--- config.mk ---
export PLATFORM = sky130hd
export DESIGN_NAME = vct_fwd
export DESIGN_NICKNAME = d
export VERILOG_FILES = /design/src/rtl/vct_pkg.sv /design/src/rtl/vct_pkt_ram.sv /design/src/rtl/vct_admit.sv /design/src/rtl/vct_fwd.sv
export SDC_FILE = /design/constraint.sdc
export NUM_CORES = 1
export LEC_CHECK = 0
export ABC_AREA = 1
export BUFFER_PORTS_ARGS = -buffer_cell sky130_fd_sc_hd__buf_4
export CAP_MARGIN = 20
export CORE_ASPECT_RATIO = 0.8
export CORE_MARGIN = 8
export CORE_UTILIZATION = 35
export DETAILED_ROUTE_END_ITERATION = 8
export PLACE_DENSITY_LB_ADDON = 0.12
export SLEW_MARGIN = 20
export SYNTH_ARGS = -nofsm -noshare
export SYNTH_HDL_FRONTEND = slang
export SYNTH_HIERARCHICAL = 1
export SYNTH_SLANG_ARGS = --single-unit
--- constraint.sdc ---
create_clock -name clk -period 3.05 [get_ports clk]
set_input_delay 0.305 -clock clk [delete_from_list [all_inputs] [get_ports clk]]
set_output_delay 0.305 -clock clk [all_outputs]
set_load 0.02 [all_outputs]
--- src/rtl/vct_pkg.sv ---
package vct_pkg;

  typedef enum logic [1:0] {
    FK_BODY = 2'b00,
    FK_HEAD = 2'b01,
    FK_TAIL = 2'b10,
    FK_SOLO = 2'b11
  } flit_kind_e;

  typedef enum logic [2:0] {
    ST_IDLE  = 3'd0,
    ST_PASS  = 3'd1,
    ST_FILL  = 3'd2,
    ST_WAIT  = 3'd3,
    ST_DRAIN = 3'd4
  } fwd_state_e;

endpackage

--- src/rtl/vct_pkt_ram.sv ---
module vct_pkt_ram #(
  parameter int W     = 18,
  parameter int DEPTH = 8,
  localparam int AW   = (DEPTH > 1) ? $clog2(DEPTH) : 1
) (
  input  logic          clk,
  input  logic          wr_en,
  input  logic [AW-1:0] wr_addr,
  input  logic [W-1:0]  wr_data,
  input  logic          rd_en,
  input  logic [AW-1:0] rd_addr,
  output logic [W-1:0]  rd_data
);

  logic [W-1:0] mem [DEPTH];

  always_ff @(posedge clk) begin
    if (wr_en) mem[wr_addr] <= wr_data;
  end

  always_ff @(posedge clk) begin
    if (rd_en) rd_data <= mem[rd_addr];
  end

endmodule

--- src/rtl/vct_admit.sv ---
module vct_admit #(
  parameter int LW     = 4,
  parameter int FREE_W = 6,
  localparam int CW    = (LW > FREE_W) ? LW : FREE_W
) (
  input  logic [1:0]        kind,
  input  logic [LW-1:0]     len_field,
  input  logic [FREE_W-1:0] dn_free,
  output logic [LW-1:0]     pkt_len,
  output logic              fits
);
  import vct_pkg::*;

  logic [CW-1:0] need_w;
  logic [CW-1:0] have_w;

  always_comb begin
    if (kind == FK_SOLO) pkt_len = LW'(1);
    else                 pkt_len = len_field;
    need_w = CW'(pkt_len);
    have_w = CW'(dn_free);
    fits   = (need_w <= have_w);
  end

endmodule

--- src/rtl/vct_fwd.sv ---
module vct_fwd #(
  parameter int DW      = 16,
  parameter int MAX_LEN = 8,
  parameter int FREE_W  = 6,
  localparam int LW     = $clog2(MAX_LEN + 1),
  localparam int AW     = (MAX_LEN > 1) ? $clog2(MAX_LEN) : 1,
  localparam int FW     = DW + 2
) (
  input  logic              clk,
  input  logic              rst,
  input  logic              in_valid,
  output logic              in_ready,
  input  logic [1:0]        in_type,
  input  logic [DW-1:0]     in_data,
  input  logic [FREE_W-1:0] dn_free,
  output logic              out_valid,
  output logic [1:0]        out_type,
  output logic [DW-1:0]     out_data
);
  import vct_pkg::*;

  fwd_state_e    state_q;
  logic [LW-1:0] len_q;
  logic [LW-1:0] cnt_q;
  logic [LW-1:0] wr_ptr_q;
  logic [LW-1:0] rd_ptr_q;
  logic          out_valid_q;
  logic          out_sel_q;
  logic [FW-1:0] pass_q;
  logic [FW-1:0] ram_q;

  logic          accept;
  logic          is_head;
  logic          is_solo;
  logic          is_tail;
  logic [LW-1:0] hdr_len;
  logic          hdr_fits;
  logic          wait_fits;
  logic          ram_we;
  logic [AW-1:0] ram_wa;
  logic          ram_re;
  logic [FW-1:0] flit_in;
  logic          room_left;

  assign in_ready = (state_q == ST_IDLE) || (state_q == ST_PASS) ||
                    (state_q == ST_FILL);
  assign accept   = in_valid && in_ready;
  assign is_head  = (in_type == FK_HEAD) || (in_type == FK_SOLO);
  assign is_solo  = (in_type == FK_SOLO);
  assign is_tail  = (in_type == FK_TAIL);
  assign flit_in  = {in_type, in_data};
  assign room_left = (wr_ptr_q < LW'(MAX_LEN));

  vct_admit #(.LW(LW), .FREE_W(FREE_W)) u_admit (
    .kind      (in_type),
    .len_field (in_data[LW-1:0]),
    .dn_free   (dn_free),
    .pkt_len   (hdr_len),
    .fits      (hdr_fits)
  );

  logic [LW-1:0] wait_len_unused;
  vct_admit #(.LW(LW), .FREE_W(FREE_W)) u_recheck (
    .kind      (FK_HEAD),
    .len_field (len_q),
    .dn_free   (dn_free),
    .pkt_len   (wait_len_unused),
    .fits      (wait_fits)
  );

  always_comb begin
    ram_we = 1'b0;
    ram_wa = wr_ptr_q[AW-1:0];
    if (state_q == ST_IDLE && accept && is_head && !hdr_fits) begin
      ram_we = 1'b1;
      ram_wa = '0;
    end else if (state_q == ST_FILL && accept && room_left) begin
      ram_we = 1'b1;
    end
  end

  assign ram_re = (state_q == ST_DRAIN);

  vct_pkt_ram #(.W(FW), .DEPTH(MAX_LEN)) u_ram (
    .clk     (clk),
    .wr_en   (ram_we),
    .wr_addr (ram_wa),
    .wr_data (flit_in),
    .rd_en   (ram_re),
    .rd_addr (rd_ptr_q[AW-1:0]),
    .rd_data (ram_q)
  );

  always_ff @(posedge clk) begin
    if (rst) begin
      state_q     <= ST_IDLE;
      len_q       <= '0;
      cnt_q       <= '0;
      wr_ptr_q    <= '0;
      rd_ptr_q    <= '0;
      out_valid_q <= 1'b0;
      out_sel_q   <= 1'b0;
      pass_q      <= '0;
    end else begin
      out_valid_q <= 1'b0;
      case (state_q)
        ST_IDLE: begin
          if (accept && is_head) begin
            len_q <= hdr_len;
            if (hdr_fits) begin
              out_valid_q <= 1'b1;
              out_sel_q   <= 1'b0;
              pass_q      <= flit_in;
              state_q     <= is_solo ? ST_IDLE : ST_PASS;
            end else begin
              wr_ptr_q <= LW'(1);
              cnt_q    <= LW'(1);
              state_q  <= is_solo ? ST_WAIT : ST_FILL;
            end
          end
        end
        ST_PASS: begin
          if (accept) begin
            out_valid_q <= 1'b1;
            out_sel_q   <= 1'b0;
            pass_q      <= flit_in;
            if (is_tail) state_q <= ST_IDLE;
          end
        end
        ST_FILL: begin
          if (accept) begin
            if (room_left) wr_ptr_q <= wr_ptr_q + LW'(1);
            if (is_tail) begin
              cnt_q   <= room_left ? wr_ptr_q + LW'(1) : LW'(MAX_LEN);
              state_q <= ST_WAIT;
            end
          end
        end
        ST_WAIT: begin
          if (wait_fits) begin
            rd_ptr_q <= '0;
            state_q  <= ST_DRAIN;
          end
        end
        ST_DRAIN: begin
          out_valid_q <= 1'b1;
          out_sel_q   <= 1'b1;
          rd_ptr_q    <= rd_ptr_q + LW'(1);
          if (rd_ptr_q == cnt_q - LW'(1)) begin
            wr_ptr_q <= '0;
            state_q  <= ST_IDLE;
          end
        end
        default: state_q <= ST_IDLE;
      endcase
    end
  end

  logic [FW-1:0] out_flit;
  assign out_flit  = out_sel_q ? ram_q : pass_q;
  assign out_valid = out_valid_q;
  assign out_type  = out_flit[FW-1 -: 2];
  assign out_data  = out_flit[DW-1:0];

endmodule

==> results of run 1 <==
==> path summary, 6_finish.rpt <==
kind              start               to  slack [ns]
max           out_sel_q      out_data[2]        0.43
min reg2reg  pass_q[16]       pass_q[16]        0.46
max reg2reg  state_q[0]  u_ram/mem[3][3]        0.78
min                 rst      wr_ptr_q[3]        0.05
==> registers in the layout, summed over array words and instances, names as in the netlist <==
name	count
cnt_q	4
len_q	4
out_valid	1
rd_ptr_q	4
wr_ptr_q	4
state_q	3
pass_q	18
u_ram/mem	144
u_ram/rd_data	18
out_sel_q	1
==> power by group <==
group,switching (mW),internal [mW]
clock network,1.04,1.49
registers,0.0888,3.12
logic,0.797,0.408
total,1.92,5.01
==> layer usage <==
metal / part of all wire / global-route usage / routed length (µm) / up-vias
met1: 0.51 / 0.2172 / 12110 / 3040
met5: 0 / 0 / 0 / -
li1: - / - / - / 3430
met3: 0.039 / 0.02210 / 931 / 30
met2: 0.43 / 0.2267 / 10210 / 122
met4: 0.022 / 0.03506 / 517 / 0
==> area by class of cell <==
cell class | instances | area share
Sequential cell | 201 | 0.5199
Clock buffer | 35 | 0.06128
Timing Repair Buffer | 70 | 0.05068
Inverter | 206 | 0.07222
Multi-Input combinational cell | 624 | 0.2528
Tap cell | 357 | 0.04112
Clock inverter | 5 | 0.001958
==> metrics, run 1 <==
final hold vios=0; CTS clk-pin slew, worst paths=around 0.06 ns; commonest non-fill, non-tap cell in the layout=nand2_1; fin cells=1498; period utilization=0.8606; via count=roughly 6600; largest net degree at the start of global routing=73; design area=roughly 11000 µm²; Max Slew Vio Count=0; Port-buffer cells=46; DRT iter0 DRCs=~380; Mapped Area=9418 µm²; # rows=53; global-route wire length before repair=37180 µm; ANT nets after route=0; WP depth=5; Worst EP required=2.74 ns; Leak Pwr=4.923 nW; Sink Count=201; clock latency on the worst-skew pair=0.50 ns; Area growth syn-to-layout=15.34%; fin util=0.4116; pre-CTS setup slack=0.2352 ns; CTS Buf Count=22; most frequent cells in the layout=366 x nand2_1, 162 x edfxtp_1, 147 x inv_1, 88 x nand3_1, 76 x nor2_1; die area=32450 µm²; CP bufs+invs=3; DP Area=about 10000 µm²; die height=162.7 µm; Routed WL=23770 µm; Net Count, Synth=1105; register area=between 5000 and 6000 µm²; Final HPWL DP=15510 µm; Final setup viols=0; status=complete, no violations; max-cap check violation count=0; post_cts resized=0; nets@finish=1164; Avg WL per Cell=15.87 µm; Crit Path Category=reg -> out; antenna violations before repair=0; relative slew slack=0.4645; maximum vdd ir drop=0.0003491 V; Top Ports=47; gr ovfl total=0; placed cell count=~1500; Final WS setup=roughly 0.43 ns; Max Root-Sink Buffers=3; time the worst path needs with I/O delays and setup=~2.6 ns; 1st-pass router iterations=5; Synth Area per Inst=8.835 µm²; FF-to-FF path depth=8; clock root cell=clkbuf_16; Post-CTS Setup Bufs=0; critical path launch point type=flip-flop; RSZ-0062 raised after global routing=no; Power per Cell Area=roughly 640 nW/µm²; hold bufs inserted after CTS=0; class of the worst hold path=in -> reg; Hold WS=0.04511 ns; # H-tree levels=1; Ys Warns=6; Final Total Pwr=6.938 mW; CP Cell Sequence=buf_4 > clkinv_1 > nand2_1 > nand2_1 > buf_4; Slew @ Worst Pin=0.7983 ns; worst path arrival time=between 2 and 2.5 ns; total global-route track usage=0.1481; max incr delay on CP=~0.7 ns; Synth Instances=between 1000 and 1500; cell family with most CP delay=buffers and inverters; drt drc=0; CTS tree=done; setup_tns=0 ns; CP max-delay cell=clkinv_1; Final Skew=0.01015 ns; Vias/cell=4.421; multi-input gate area in the final layout=between 2000 and 3000 µm²; worst hold stages=2; share of cells above drive strength 1=0.1604; ANT cells=0; vias in the first global route=between 6000 and 7000; Worst Path Max Fanout=19; CP Capture Type=output pin; fillers=2726; DIE WIDTH=199.4 µm; initial core utilization=0.3568; core area=26390 µm²; RePlAce Congestion=0.7927; fmax=381.0 MHz
(Power assumes the default switching activity.)
==> run 2: changes to the inputs <==
--- a/config.mk
+++ b/config.mk
@@ -8,9 +8,11 @@
 export ABC_AREA = 1
 export BUFFER_PORTS_ARGS = -buffer_cell sky130_fd_sc_hd__buf_4
 export CAP_MARGIN = 20
+export CELL_PAD_IN_SITES_DETAIL_PLACEMENT = 0
+export CELL_PAD_IN_SITES_GLOBAL_PLACEMENT = 2
 export CORE_ASPECT_RATIO = 0.8
 export CORE_MARGIN = 8
-export CORE_UTILIZATION = 35
+export CORE_UTILIZATION = 38
 export DETAILED_ROUTE_END_ITERATION = 8
 export PLACE_DENSITY_LB_ADDON = 0.12
 export SLEW_MARGIN = 20
==> run 2 against run 1 <==
  * Power grew 2.8%
  * Final cell count shrank 2.7%
  * Critical path depth shrank 1
  * Hold slack gained 0.012 ns
  * Setup slack gained 0.18 ns
  * Clock skew grew 0.0013 ns
  * Wire length grew 1.8%
  * First-iteration DRC count shrank 11%
  * Die area shrank 7.2%
  * Largest cell class unchanged
  * Sequential share of layout area shrank 0.096 points
  * Critical endpoint unchanged
  * Clock power grew 7%
  * Design area grew 0.18%
==> metrics, run 2 (synthesized netlist as in run 1, its figures left out) <==
status=complete, no violations; gr ovfl total=0; maximum vdd ir drop=0.0003809 V; CTS Buf Count=23; relative slew slack=0.4027; time the worst path needs with I/O delays and setup=2.447 ns; DP Area=10150 µm²; Top Ports=47; vias in the first global route=6512; CP Cell Sequence=clkinv_1 > nand2_1 > nand2_1 > buf_4; Area growth syn-to-layout=15.56%; Worst EP required=approximately 2.7 ns; ANT cells=0; Sink Count=201; Power per Cell Area=655.3 nW/µm²; max-cap check violation count=0; Leak Pwr=approximately 5.0 nW; CTS tree=done; setup_tns=0 ns; antenna violations before repair=0; via count=6571; drt drc=0; die area=around 30000 µm²; ANT nets after route=0; cell family with most CP delay=buffers and inverters; critical path launch point type=flip-flop; Final HPWL DP=15530 µm; RePlAce Congestion=~0.75; Vias/cell=approximately 4.5; fmax=408.6 MHz; period utilization=0.8023; commonest non-fill, non-tap cell in the layout=nand2_1; CP max-delay cell=clkinv_1; Largest Register=u_ram/mem; Slew @ Worst Pin=0.8904 ns; nets@finish=around 1200; DRT iter0 DRCs=333; hold bufs inserted after CTS=0; total global-route track usage=0.1638; Final Skew=0.01149 ns; largest net degree at the start of global routing=73; post_cts resized=0; core area=24380 µm²; CTS clk-pin slew, worst paths=~0.060 ns; Avg WL per Cell=16.59 µm; class of the worst hold path=in -> reg; design area=between 10000 and 15000 µm²; CP most frequent cell=nand2_1; die height=156.8 µm; Worst Path Max Fanout=19; clock latency on the worst-skew pair=0.50 ns; RSZ-0062 raised after global routing=no; Max Slew Vio Count=0; CP Capture Type=output pin; clock root cell=clkbuf_16; Routed WL=~24000 µm; Crit Path Category=reg -> out; # H-tree levels=1; Port-buffer cells=46; DIE WIDTH=about 190 µm; max reg flops=144; 1st-pass router iterations=4; Final setup viols=0; biggest regs=u_ram/mem: 144 flops, pass_q: 18 flops, u_ram/rd_data: 18 flops; # rows=51; worst path arrival time=2.14 ns; CP bufs+invs=2; most frequent cells in the layout=366 x nand2_1, 162 x edfxtp_1, 147 x inv_1, 88 x nand3_1, 76 x nor2_1; final hold vios=0; max incr delay on CP=0.69 ns; share of cells above drive strength 1=0.1667; initial core utilization=0.3864; global-route wire length before repair=38070 µm; Max Root-Sink Buffers=3; Post-CTS Setup Bufs=0
## run 2: cell count changes in the layout (fill, tap and decap cells not counted), sizes merged
cell | before | now
clkbuf | 35 | 25
clkinv | 7 | 13
bufinv | 0 | 3
## run 2: final cells by class
type                    count  area [µm²]
multi-input cells         624        2746
fillers                  2454       13490
repair buffers             70       575.6
well taps                 318       397.9
clock buffers              25       583.1
clock inverters            14       147.6
inverters                 206       784.5
flip-flops and latches    201        5648
## run 2: metal layers
layer / global-route usage / vias to the layer above / part of all wire
li1: - / 3434 / -
met3: 0.01779 / 28 / 0.031
met2: 0.2547 / 97 / 0.44
met5: 0 / - / 0
met1: 0.2441 / 3012 / 0.51
met4: 0.03014 / 0 / 0.013
## run 2: worst paths after layout
kind	startpoint	endpoint	slack [ns]	cells past startpoint
max	out_sel_q	out_data[2]	0.60	4
min	rst	rd_ptr_q[1]	0.06	2
max reg2reg	state_q[1]	u_ram/mem[3][14]	0.79	8
min reg2reg	pass_q[16]	pass_q[16]	0.46	2
## run 2: report_power, final
| group | internal (mW) | total (mW) | leakage (nW) | switching [mW] |
|---|---|---|---|---|
| sequential | 3.12 | 3.19 | 1.78 | 0.0784 |
| clock | 1.63 | 2.70 | 0.369 | 1.07 |
| combinational | 0.418 | 1.24 | 2.81 | 0.820 |
| total | 5.16 | 7.13 | 4.96 | 1.97 |
## run 2: metrics by stage
stage / hold WS, ns / std cells / total power, mW / util / setup WS, ns
after floorplan: 0.3719 / 1066 / 4.064 / - / 0.3057
after global placement: 0.4522 / 1419 / 4.511 / 0.4165 / 0.3470
after detailed placement: 0.4552 / 1419 / 4.507 / 0.4165 / 0.3267
final: 0.05718 / 1458 / 7.132 / 0.4465 / 0.6029
after global routing: 0.04957 / 1458 / 7.477 / 0.4465 / 0.3998
after CTS: 0.04653 / 1458 / 7.230 / 0.4465 / 0.5070
